--- src/rtl/nor_cmd_seq.sv ---
module nor_cmd_seq #(
  parameter int AW = 20,
  parameter int SW = 3,
  parameter int SECT_SHIFT = 16,
  parameter logic [AW-1:0] UNLK1 = 'h555,
  parameter logic [AW-1:0] UNLK2 = 'h2AA,
  parameter int PROG_TMO = 2000,
  parameter int ERASE_TMO = 200000,
  parameter int SETTLE_CYC = 8000
) (
  input  logic                 clk,
  input  logic                 rst_n,
  input  logic                 swap_bytes,
  input  logic                 req_valid,
  output logic                 req_ready,
  input  logic [1:0]           req_op,
  input  logic [AW-1:0]        req_addr,
  input  logic [15:0]          req_data,
  input  logic [SW-1:0]        req_first,
  input  logic [SW-1:0]        req_last,
  output logic                 done,
  output logic [1:0]           status,
  output logic [15:0]          id_mfr,
  output logic [15:0]          id_dev,
  output logic [(1<<SW)-1:0]   prot_flags,
  output logic [SW:0]          skip_cnt,
  output logic [AW-1:0]        fl_addr,
  output logic [15:0]          fl_wdata,
  input  logic [15:0]          fl_rdata,
  output logic                 fl_we,
  output logic                 fl_re,
  input  logic                 fl_ack
);
  localparam int NSECT = 1 << SW;
  localparam logic [1:0] OP_ID = 2'd0, OP_PROG = 2'd1, OP_ERASE = 2'd2, OP_RST = 2'd3;

  typedef enum logic [3:0] {
    S_IDLE, S_PRE, S_SEQ, S_POLL, S_NEXT, S_IDRD, S_SETTLE, S_RST, S_DONE
  } st_t;

  function automatic logic [AW-1:0] sbase(input logic [SW-1:0] s);
    logic [AW-1:0] b;
    b = '0;
    b[SECT_SHIFT +: SW] = s;
    return b;
  endfunction

  st_t             st;
  logic [1:0]      op;
  logic [AW-1:0]   tgt;
  logic [15:0]     wdat;
  logic [SW-1:0]   sec, slast;
  logic [2:0]      stp;
  logic [31:0]     cnt;
  logic            we_q, re_q;
  logic [AW-1:0]   a_q;
  logic [15:0]     d_q;
  logic [1:0]      rstat;
  logic [15:0]     mfr_q, dev_q;
  logic [NSECT-1:0] prot_q;
  logic [SW:0]     skip_q;

  logic [15:0]     rdl;
  logic            ack_w, ack_r;
  logic [AW-1:0]   s_addr, poll_addr, id_addr, l_addr;
  logic [15:0]     s_data, l_data;
  logic            seq_end, poll_ok, l_go, l_we;
  logic [31:0]     tmo_lim;

  assign rdl   = swap_bytes ? {fl_rdata[7:0], fl_rdata[15:8]} : fl_rdata;
  assign ack_w = we_q & fl_ack;
  assign ack_r = re_q & fl_ack;

  always_comb begin
    s_addr = UNLK1;
    s_data = 16'h00AA;
    case (stp)
      3'd0: ;
      3'd1: begin s_addr = UNLK2; s_data = 16'h0055; end
      3'd2: s_data = (op == OP_PROG) ? 16'h00A0 : (op == OP_ERASE) ? 16'h0080 : 16'h0090;
      3'd3: if (op == OP_PROG) begin s_addr = tgt; s_data = wdat; end
      3'd4: begin s_addr = UNLK2; s_data = 16'h0055; end
      default: begin s_addr = sbase(sec); s_data = 16'h0030; end
    endcase
  end

  assign seq_end   = (op == OP_PROG) ? (stp == 3'd3) : (op == OP_ERASE) ? (stp == 3'd5) : (stp == 3'd2);
  assign poll_addr = (op == OP_PROG) ? tgt : sbase(sec);
  assign poll_ok   = (op == OP_PROG) ? (rdl[7] == wdat[7]) : rdl[7];
  assign tmo_lim   = (op == OP_PROG) ? 32'(PROG_TMO) : 32'(ERASE_TMO);
  assign id_addr   = (stp == 3'd0) ? '0 : (stp == 3'd1) ? AW'(1) : (sbase(sec) | AW'(2));

  assign l_go = (st == S_PRE) || (st == S_SEQ) || (st == S_POLL) || (st == S_IDRD) || (st == S_RST);
  assign l_we = (st == S_SEQ) || (st == S_RST);

  always_comb begin
    case (st)
      S_SEQ:          l_addr = s_addr;
      S_PRE, S_POLL:  l_addr = poll_addr;
      S_IDRD:         l_addr = id_addr;
      default:        l_addr = '0;
    endcase
    case (st)
      S_SEQ:   l_data = s_data;
      S_RST:   l_data = 16'h00F0;
      default: l_data = '0;
    endcase
  end

  always_ff @(posedge clk or negedge rst_n) begin
    if (!rst_n) begin
      st <= S_IDLE; op <= OP_ID; tgt <= '0; wdat <= '0;
      sec <= '0; slast <= '0; stp <= '0; cnt <= '0;
      we_q <= 1'b0; re_q <= 1'b0; a_q <= '0; d_q <= '0;
      rstat <= 2'd0; mfr_q <= '0; dev_q <= '0; prot_q <= '0; skip_q <= '0;
    end else begin
      if (we_q || re_q) begin
        if (fl_ack) begin
          we_q <= 1'b0;
          re_q <= 1'b0;
        end
      end else if (l_go) begin
        we_q <= l_we;
        re_q <= !l_we;
        a_q  <= l_addr;
        d_q  <= l_data;
      end

      case (st)
        S_IDLE: if (req_valid) begin
          op    <= req_op;
          tgt   <= req_addr;
          wdat  <= req_data;
          rstat <= 2'd0;
          stp   <= '0;
          case (req_op)
            OP_ID:   st <= S_SEQ;
            OP_PROG: st <= S_PRE;
            OP_ERASE: begin
              skip_q <= '0;
              if (req_first > req_last) st <= S_DONE;
              else begin
                sec   <= req_first;
                slast <= req_last;
                st    <= S_NEXT;
              end
            end
            default: st <= S_RST;
          endcase
        end
        S_PRE: if (ack_r) begin
          if ((rdl & wdat) != wdat) begin
            rstat <= 2'd2;
            st    <= S_DONE;
          end else begin
            stp <= '0;
            st  <= S_SEQ;
          end
        end
        S_SEQ: if (ack_w) begin
          if (seq_end) begin
            stp <= '0;
            cnt <= '0;
            if (op == OP_ID) begin
              sec <= '0;
              st  <= S_IDRD;
            end else st <= S_POLL;
          end else stp <= stp + 3'd1;
        end
        S_POLL: begin
          cnt <= cnt + 32'd1;
          if (ack_r) begin
            if (poll_ok) begin
              if (op == OP_PROG) st <= S_DONE;
              else if (sec == slast) begin
                cnt <= '0;
                st  <= S_SETTLE;
              end else begin
                sec <= sec + 1'b1;
                st  <= S_NEXT;
              end
            end else if (cnt >= tmo_lim) begin
              rstat <= 2'd1;
              cnt   <= '0;
              st    <= (op == OP_PROG) ? S_DONE : S_SETTLE;
            end
          end
        end
        S_NEXT: begin
          if (prot_q[sec]) begin
            skip_q <= skip_q + 1'b1;
            if (sec == slast) begin
              cnt <= '0;
              st  <= S_SETTLE;
            end else sec <= sec + 1'b1;
          end else begin
            stp <= '0;
            st  <= S_SEQ;
          end
        end
        S_IDRD: if (ack_r) begin
          case (stp)
            3'd0: begin mfr_q <= rdl; stp <= 3'd1; end
            3'd1: begin dev_q <= rdl; stp <= 3'd2; end
            default: begin
              prot_q[sec] <= rdl[0];
              if (&sec) st <= S_RST;
              else sec <= sec + 1'b1;
            end
          endcase
        end
        S_SETTLE: begin
          if (cnt >= 32'(SETTLE_CYC)) st <= S_RST;
          else cnt <= cnt + 32'd1;
        end
        S_RST:  if (ack_w) st <= S_DONE;
        S_DONE: st <= S_IDLE;
        default: st <= S_IDLE;
      endcase
    end
  end

  assign req_ready  = (st == S_IDLE);
  assign done       = (st == S_DONE);
  assign status     = rstat;
  assign id_mfr     = mfr_q;
  assign id_dev     = dev_q;
  assign prot_flags = prot_q;
  assign skip_cnt   = skip_q;
  assign fl_addr    = a_q;
  assign fl_we      = we_q;
  assign fl_re      = re_q;
  assign fl_wdata   = swap_bytes ? {d_q[7:0], d_q[15:8]} : d_q;
endmodule

--- config.mk ---
export PLATFORM = sky130hd
export DESIGN_NAME = nor_cmd_seq
export DESIGN_NICKNAME = d
export VERILOG_FILES = /design/src/rtl/nor_cmd_seq.sv
export SDC_FILE = /design/constraint.sdc
export NUM_CORES = 1
export LEC_CHECK = 0
export BUFFER_PORTS_ARGS = -buffer_cell sky130_fd_sc_hd__buf_2
export CORE_MARGIN = 2
export CORE_UTILIZATION = 52
export CTS_CLUSTER_DIAMETER = 50
export DETAILED_ROUTE_END_ITERATION = 8
export PLACE_DENSITY = 0.86
export SLEW_MARGIN = 20
export SYNTH_ARGS = -nofsm -noshare
export SYNTH_HDL_FRONTEND = slang
export SYNTH_SLANG_ARGS = --single-unit
--- constraint.sdc ---
create_clock -name clk -period 2.4 [get_ports clk]
set_input_delay 0.48 -clock clk [delete_from_list [all_inputs] [get_ports clk]]
set_output_delay 0.48 -clock clk [all_outputs]
set_load 0.05 [all_outputs]
## Yosys cells after proc, flatten, opt, wreduce, memory -nomap -nowiden

Index checks and enable logic that the tools add are counted.

| storage, ports and cells | value |
|---|---|
| flip-flop bits (word level) | 167 |
| input port bits | 65 |
| output and inout port bits | 86 |
| logic and storage cells | 211 |

| cells by class | value |
|---|---|
| add/sub/neg operators | 4 |
| order comparisons | 5 |
| eq/ne operators | 48 |
| mux-type cells | 95 |
| bitwise operators | 6 |
| reduce and logical (&&, ||, !) cells | 36 |

Operator list:

| operator | count |
|---|---|
| 32-bit two-way mux | 10 |
| 32-bit one-hot mux with 4 select lines | 1 |
| 20-bit one-hot mux with 3 select lines | 2 |
| 4-bit two-way mux | 21 |
| 3-bit two-way mux | 22 |
| 16-bit one-hot mux with 4 select lines | 1 |
| 16-bit two-way mux | 3 |
| 20-bit two-way mux | 2 |
| 2-bit != test, second input constant | 20 |
| 19-bit two-way mux | 2 |
| 32-bit by 1-bit adder with 32-bit output, second input constant | 1 |
| 32-bit by 13-bit >= comparator with 1-bit output, second input constant | 1 |
| 32-bit by 18-bit >= comparator with 1-bit output | 1 |
| 16-bit one-hot mux with 2 select lines | 1 |
| 4-bit one-hot mux with 8 select lines | 1 |
| 3-bit one-hot mux with 5 select lines | 2 |
| 18-bit two-way mux | 1 |
| 16-bit bitwise AND | 1 |
| 4-bit by 3-bit equality test with 1-bit output, second input constant | 4 |
| 16-bit != test | 1 |
| 2-bit two-way mux | 7 |
| 14-bit AND reduction | 1 |
| 4-bit one-hot mux with 3 select lines | 1 |
| 12-bit AND reduction | 1 |
| 46 further kinds | 86 |

## Logic depth before layout (Yosys ltp)

Gate-level depths: netlist of the first run.

| logic depth | value |
|---|---|
| depth in word-level cells | 7 |
| mapped depth | 12 |
| gate-level depth less buffers | 10 |

## Worst setup path before layout of the first run

No wires, ideal clock.

| timing | value |
|---|---|
| path kind | register to output |
| start | reg st[1] |
| end | out done |
| data arrival time | 2.571 ns |
| data required time | 1.920 ns |
| setup slack | -0.651 ns |
| stages on the path, launching flop included | 5 |
| buffers on the path | 3 |
| path through | dfrtp_1 buf_2 clkbuf_1 clkbuf_1 nor4b_1 |

| on the way | value |
|---|---|
| cells in the longest elaborated chain, start to end | 1 |

RTL lines:

| what | RTL line | source |
|---|---|---|
| from (decl) | 48 | `st_t st;` |
| from (signal assigned) | 185 | `st <= (op == OP_PROG) ? S_DONE : S_SETTLE;` |
| 4-bit equality test | 224 | `assign done = (st == S_DONE);` |
| to (decl) | 21 | `output logic done,` |

Every way passes these cells.

## Final worst setup path of the first run

| timing | value |
|---|---|
| start | reg cnt[14] |
| end | reg cnt[15] |

| on the way | value |
|---|---|
| cells in the longest elaborated chain, start to end | 6 |
| elaborated cells on any way between the ends | 12 |
| those cells by class | 1 x add/sub; 2 x order compare; 1 x eq/ne; 7 x mux; 1 x reduce/logical |

RTL lines:

| what | RTL line | source |
|---|---|---|
| from (decl) | 54 | `logic [31:0] cnt;` |
| from (signal assigned) | 171 | `cnt <= cnt + 32'd1;` |
| from (signal assigned) | 214 | `else cnt <= cnt + 32'd1;` |
| 32-bit by 1-bit adder with 32-bit output | 171, 214 |  |
| 32-bit two-way mux | 175 | `else if (sec == slast) begin` |
| 32-bit two-way mux | 174 | `if (op == OP_PROG) st <= S_DONE;` |
| 32-bit two-way mux | 173 | `if (poll_ok) begin` |
| 32-bit two-way mux | 172 | `if (ack_r) begin` |
| 32-bit one-hot mux with 4 select lines | 129 | `case (st)` |

Parallel ways exist; a longest one is shown, timed or not. The select of a mux whose other input is x is not followed.
A chain may end at the register's enable or synchronous reset.

==> results of run 1 <==
worst register-to-register path, delay by kind of cell, from the launching register on:
kind,cells,cell delay (ns)
AO/OA/AOI/OAI,3,0.71
AND/OR/NAND/NOR,3,1.19
buffers and inverters,1,0.21
flip-flops,1,0.48
final cells by class:
cell class / count / share of cell area, %
Clock buffer: 20 / 3.74
Sequential cell: 167 / 35.0
Inverter: 26 / 0.848
Clock inverter: 10 / 1.04
Multi-Input combinational cell: 673 / 42.0
Antenna cell: 2 / 0.0419
Tap cell: 225 / 2.36
Timing Repair Buffer: 276 / 15.1
repair_timing:
item | CTS | global route
resized for setup | 25 | 35
cloned | 2 | 0
setup endpoints to repair | 45 | 51
buffers inserted | 6 | 8
pin swaps | 14 | 10
metrics by stage:
| stage | utilization, % | worst slack (ns) | area [µm²] | hold slack, ns | power [mW] |
|---|---|---|---|---|---|
| global placement | 63.7 | -0.154 | 11000 | 0.457 | 11.6 |
| finish | 69.1 | -0.302 | 12000 | 0.0372 | 15.3 |
| CTS | 68.0 | -0.136 | 11800 | 0.0435 | 14.9 |
| floorplan | - | 0.00785 | 9300 | 0.184 | 9.39 |
| detailed placement | 63.7 | -0.230 | 11000 | 0.467 | 11.8 |
| global route | 69.1 | -0.404 | 12000 | 0.0586 | 16.1 |
synthesized netlist by cell type (5+ instances only):
cell type,number
dfrtp_1,167
mux2_2,66
nand2_1,65
nor2_1,62
o21ai_0,56
a22o_1,48
a21oi_1,46
nor2b_1,36
and3_1,27
clkbuf_1,24
inv_1,24
mux2i_1,24
ha_1,23
o21ai_1,20
buf_2,18
nor3_1,18
nand3_1,15
a31oi_1,11
nand2b_1,11
a21o_1,9
and2_1,9
nand4_1,9
nor4_1,9
o21a_1,7
o2bb2ai_1,6
o31ai_1,6
o22a_1,5
o22ai_1,5
xor2_1,5
routing by layer:
metal  vias up  GRT usage [%]  wire [µm]
met5         -              0          0
met1      4205           37.4      10900
met4         0           12.0       1070
li1       3893              -          -
met3       112           7.89       2550
met2       465           48.1      13400
power groups by stage:
stage	Combinational (mW)	Clock [mW]	Sequential, mW
global placement	7.29	0	4.32
finish	8.25	2.71	4.35
global route	8.75	2.86	4.44
floorplan	4.02	0	5.37
detailed placement	7.48	0	4.37
CTS	7.80	2.72	4.33
sequential cells by signal, indices dropped and copies added, names as in the netlist:
register	count
d_q	16
st	4
id_dev	16
sec	3
slast	3
fl_addr	20
wdat	16
skip_cnt	4
status	2
tgt	20
id_mfr	16
prot_flags	8
cnt	32
stp	3
fl_we	1
op	2
fl_re	1
logic make-up (layout without fill, tap and decap cells):
family,Yosys count,after routing
simple gates,291,291
xor+xnor,5,5
buf+inv,78,332
other cells,0,2
flops,167,167
compound gates,260,261
mux,93,93
fa+ha+maj,23,23
worst max path at each step:
stage | end | cells past startpoint | startpoint
after floorplan | cnt[17] | 12 | op[1]
after global placement | stp[0] | 9 | fl_rdata[10]
after detailed placement | cnt[4] | 9 | op[1]
after CTS | status[0] | 9 | op[1]
after global routing | cnt[15] | 7 | cnt[14]
final | cnt[15] | 7 | cnt[14]
==> out/qor.yml, run 1 <==
power_and_ir_drop:
  clockPowerShare_pct: 17.7
  p_sw_mw: 6.90
  power.switching_fraction_pct: 45.1
  p_comb_share_pct: 53.9
  internal-power_mw: 8.41
  p_per_area_nw_per_um2: 1280
  peakVddDrop_mv: 0.956
  leakage_nw: 5.79
  seqPwrFrac_pct: 28.4
yosys:
  synth_warnings: 0
  synth_area_leaders: "dfrtp_1 (45%), mux2_2 (8.1%), a22o_1 (4.6%)"
  synth-edff-count: 0
  synth_top_area_share_pct: 45.3
  ys_ff_latch: 167
  synth_top_family_by_area: "compound AO/OA/AOI/OAI gates"
  syn-num-nets: 1005
  synth_area_per_cell_um2: 10.1
  synthArstFlopShare_pct: 100
  yosysSeqAreaShare_pct: 45.3
  synth_xor_area_share_pct: 0.475
  synth-simple-area-share_pct: 16.8
  synth_fa_ha_area_share_pct: 3.12
  synth_compound_gate_area_share_pct: 19.3
  yosys.area.top_type: "dfrtp_1"
  syn_area_um2: 9220
  syn_inst: 917
  synthFlopType: "dfrtp_1"
  synthMuxAreaShare_pct: 11.2
  synth.distinct_cells: 75
clock_tree:
  cts_tree: "built"
  cts_sinks: 167
  clk_root_buffer_cell: "clkbuf_16"
  clockBufferDepth: 2
  ctsHoldBuffers: 0
  insertion_delay_ns: 0.44
  path_clk_slew_ns: 0.06
  cts_buffers: 17
  ctsHtreeMaxLevel: 4
finish:
  mostFrequentLayoutCells: "dfrtp_1 (167), buf_2 (149), buf_4 (114)"
  mostFrequentLayoutCell: "dfrtp_1"
  seq_area_um2: 4180
  area_delta_synth_final_pct: 29.7
  multi_input_area_um2: 5020
  fin_cells: 1399
  drive_above_1_share_pct: 36.6
  final_nets: 1249
  fillers: 1204
timing:
  finalHoldViolations: 0
  max_freq_mhz: 370
  setup-violations-final: 38
  setup_tns_ns: -6.92
  skew_ns: 0.0108
  tightest_slew_ns: 0.827
  slew_headroom_pct: 44.4
  rsz0062_at_grt: "true"
  slew_violations: 0
  layout_setup_ws_ns: -0.302
  period_share_pct: 113
  post-route-min-period_ns: 2.70
routing:
  totalWireLength_mm: 28.0
  via_per_inst: 6.20
  num_vias: 8675
  post_drt_wl_per_cell_um: 20.0
  drc_errors: 0
  firstDrtPassIters: 6
  drtIter0Drc: 877
  ant_nets: 0
setup_path:
  r2r.worst_path.cells: 7
  critPathKind: "register to register"
  critPathBufInv: 1
  setup.worst_path.start_class: "register"
  timing.rr.start: "cnt[14]"
  crit_slowest_cell: "nor3_1"
  critPathTopFamily: "simple AND/OR/NAND/NOR gates"
  cp_data_required_time_ns: 2.72
  max_stage_delay_ns: 0.60
  regToRegEndpoint: "cnt[15]"
  arrival_ns: 3.02
  reg2reg_slack_ns: -0.30
  worstPathCellList: "nor3_1 -> nand3_1 -> o32ai_1 -> and4_2 -> buf_4 -> o21ai_0 -> a22o_1"
  cp_max_fo: 10
  end_kind: "register"
flow_run:
  drv_cap: 0
floorplan:
  dieHeight_um: 137
  die-area_um2: 18800
  die_w_um: 137
  row_count: 48
  initial_utilization_pct: 53.3
  core_um2: 17300
  pin_count: 151
grt:
  first_global_vias: 8386
  grt_max_degree: 59
  grt_pass1_wl_mm: 43.0
  grt_overflow_total: 0
  grtUsageTotal_pct: 29.6
  antenna_found_initial: 1
placement:
  dp_hpwl_mm: 19.1
  routabilityCongestion: 0.956
  numPortBuffers: 150
  dpl.cell_count: 1353
status:
  status: "complete, but fails checks"
  violations: "negative setup slack"
hold_path:
  hp-class: "primary input to asynchronous set/reset pin"
No activity file was read; power rests on OpenSTA's default activity.
==> run 2: changes to the inputs <==
--- a/config.mk
+++ b/config.mk
@@ -5,12 +5,13 @@
 export SDC_FILE = /design/constraint.sdc
 export NUM_CORES = 1
 export LEC_CHECK = 0
+export ABC_AREA = 1
 export BUFFER_PORTS_ARGS = -buffer_cell sky130_fd_sc_hd__buf_2
 export CORE_MARGIN = 2
-export CORE_UTILIZATION = 52
+export CORE_UTILIZATION = 57
 export CTS_CLUSTER_DIAMETER = 50
 export DETAILED_ROUTE_END_ITERATION = 8
-export PLACE_DENSITY = 0.86
+export PLACE_DENSITY = 0.89
 export SLEW_MARGIN = 20
 export SYNTH_ARGS = -nofsm -noshare
 export SYNTH_HDL_FRONTEND = slang
==> constraint.sdc (replaced) <==
create_clock -name clk -period 2.97 [get_ports clk]
set_input_delay 0.594 -clock clk [delete_from_list [all_inputs] [get_ports clk]]
set_output_delay 0.594 -clock clk [all_outputs]
set_load 0.05 [all_outputs]
==> run 2 against run 1 <==
  * The flow now finishes without violations
  * Combinational power fell by 27%
  * Clock power decreased by 13%
  * Critical path depth is 6 higher
  * Core utilization down 0.057 points
  * Register-to-register slack improved by 0.78 ns
  * Design area is 7.9% lower
  * Setup slack better by 0.78 ns
  * Flip-flop and latch count unchanged
  * Largest power group unchanged
  * Highest routed layer unchanged
==> out/qor.yml, run 2 <==
routing:
  post_drt_wl_per_cell_um: 15.6
  drtIter0Drc: 1028
  totalWireLength_mm: 26.0
  drc_errors: 0
  firstDrtPassIters: 5
  ant_nets: 0
  via_per_inst: 5.53
  num_vias: 9259
timing:
  tightest_slew_ns: 0.675
  max_freq_mhz: 401
  slew_violations: 0
  whs_ns: 0.163
  skew_ns: 0.00623
  rsz0062_at_grt: "false"
  setup-violations-final: 0
  post-route-min-period_ns: 2.49
  finalHoldViolations: 0
  setup_tns_ns: 0
  period_share_pct: 83.9
  slew_headroom_pct: 55.0
yosys:
  synth_fa_ha_area_share_pct: 3.08
  ys_ff_latch: 167
  yosys.area.top_type: "dfrtp_1"
  synth.distinct_cells: 43
  synth_top_family_by_area: "simple AND/OR/NAND/NOR gates"
  syn-num-nets: 1381
  synth_area_per_cell_um2: 7.23
  synthArstFlopShare_pct: 100
  synth-edff-count: 0
  synthFlopType: "dfrtp_1"
  synth_xor_area_share_pct: 0.375
  syn_area_um2: 9350
  yosysSeqAreaShare_pct: 44.7
  synth_top_area_share_pct: 44.7
  synthMuxAreaShare_pct: 0
  synth_warnings: 0
  synth-simple-area-share_pct: 32.3
  syn_inst: 1293
  synth_most_common_cell: "nand2_1"
  synth_compound_gate_area_share_pct: 12.2
  synthTopCellsByCount: "nand2_1 (429), dfrtp_1 (167), nor2_1 (151)"
  synth_area_leaders: "dfrtp_1 (45%), nand2_1 (17%), nor2_1 (6.1%)"
setup_path:
  r2r.worst_path.cells: 13
  cp_max_fo: 18
  arrival_ns: 2.81
  end_kind: "register"
  timing.rr.start: "stp[0]"
  reg2reg_slack_ns: 0.48
  critPathKind: "register to register"
  cp_data_required_time_ns: 3.29
  regToRegEndpoint: "cnt[23]"
  startpoint: "stp[0]"
  setup.worst_path.start_class: "register"
grt:
  first_global_vias: 8594
  grt_overflow_total: 0
  grt_pass1_wl_mm: 42.5
  grtUsageTotal_pct: 30.2
  antenna_found_initial: 3
  grt_max_degree: 70
floorplan:
  initial_utilization_pct: 58.6
  pin_count: 151
  core_um2: 15900
  die-area_um2: 17400
  die_w_um: 132
  row_count: 46
  dieHeight_um: 132
placement:
  post_dp_cell_area_um2: 10400
  dpl.cell_count: 1638
  dp_hpwl_mm: 19.0
  routabilityCongestion: 0.965
  numPortBuffers: 150
finish:
  largest-register: "cnt"
  mostFrequentLayoutCells: "nand2_1 (429), dfrtp_1 (167), nor2_1 (150)"
  final_nets: 1529
  mostFrequentLayoutCell: "nand2_1"
  largest_reg_flops: 32
  area_delta_synth_final_pct: 17.8
  drive_above_1_share_pct: 16.0
  fin_cells: 1673
  final_area_um2: 11000
hold_path:
  hp-class: "primary input to asynchronous set/reset pin"
flow_run:
  drv_cap: 0
clock_tree:
  cts_setup_buffers: 0
  cts_tree: "built"
  path_clk_slew_ns: 0.07
  ctsHtreeMaxLevel: 4
  cts.repair.resized: 0
  ctsHoldBuffers: 0
  cts_buffers: 17
  clockBufferDepth: 2
  clk_root_buffer_cell: "clkbuf_16"
  insertion_delay_ns: 0.44
  cts_sinks: 167
status:
  status: "finished, final reports clean"
power_and_ir_drop:
  leakage_nw: 5.81
  peakVddDrop_mv: 0.616
  p_per_area_nw_per_um2: 1080
[run 2: cell count changes after synthesis, moves of 19 or more]
| cell | change |
|---|---|
| a21oi_1 | +30 |
| and3_1 | -25 |
| mux2i_1 | -24 |
| o21ai_1 | -19 |
| o21ai_0 | +29 |
| a22o_1 | -48 |
| nor2b_1 | -36 |
| nand2_1 | +364 |
| nand3_1 | +61 |
| mux2_2 | -66 |
| nor2_1 | +89 |
| inv_1 | +95 |
[run 2: cell families after synthesis]
family	Yosys count
adders and majority gates	23
and+or+nand+nor	726
buffers and inverters	168
xor gates and xnor gates	4
AOI/OAI and AO/OA	205
DFF	167
[run 2: worst max path at each step]
stage                         to
floorplan           fl_wdata[11]
global placement         cnt[20]
detailed placement       cnt[27]
CTS                      cnt[27]
global route             cnt[12]
finish                   cnt[23]
[run 2: stage by stage]
| stage | worst slack, ns | utilization (%) | power, mW |
|---|---|---|---|
| after detailed placement | 0.268 | 65.0 | 9.44 |
| after global routing | 0.224 | 69.0 | 12.6 |
| after CTS | 0.494 | 69.0 | 11.8 |
| after floorplan | 0.292 | - | 7.85 |
| after global placement | 0.336 | 65.0 | 9.29 |
| final | 0.479 | 69.1 | 11.9 |
[run 2: layer usage]
layer  share of wire (%)  up-vias  track usage [%]  wire length [µm]
met5                   0        -                0                 0
met4                 2.6        0             10.6               686
met3                 8.5       62             6.27              2200
met2                  47      433             48.4             12200
met1                  42     4316             41.1             10900
li1                    -     4448                -                 -
[run 2: cell type report]
type,count,area (µm²)
repair buffers,170,945
diodes,3,7.51
clock inverters,12,165
clock buffers,20,467
well taps,216,270
multi-input cells,958,4500
flip-flops and latches,167,4180
inverters,127,479
fillers,1268,4930
[run 2: critical path, stage by stage, from the launching register on]
cell and delay (ns):
dfrtp_1 0.44, ha_1 0.18, ha_1 0.24, nand2_1 0.13
inv_1 0.12, nor2_2 0.06, nand2_2 0.10, nand2_1 0.06
nor2_1 0.10, nand2_1 0.08, nor2_4 0.31, nand3_4 0.23
inv_4 0.22, nor2_1 0.08
[run 2: where the power goes]
part           switching (mW)  total [mW]  internal, mW
registers               0.526        3.54          3.01
logic                    4.45        5.99          1.54
clock network           0.964        2.37          1.40
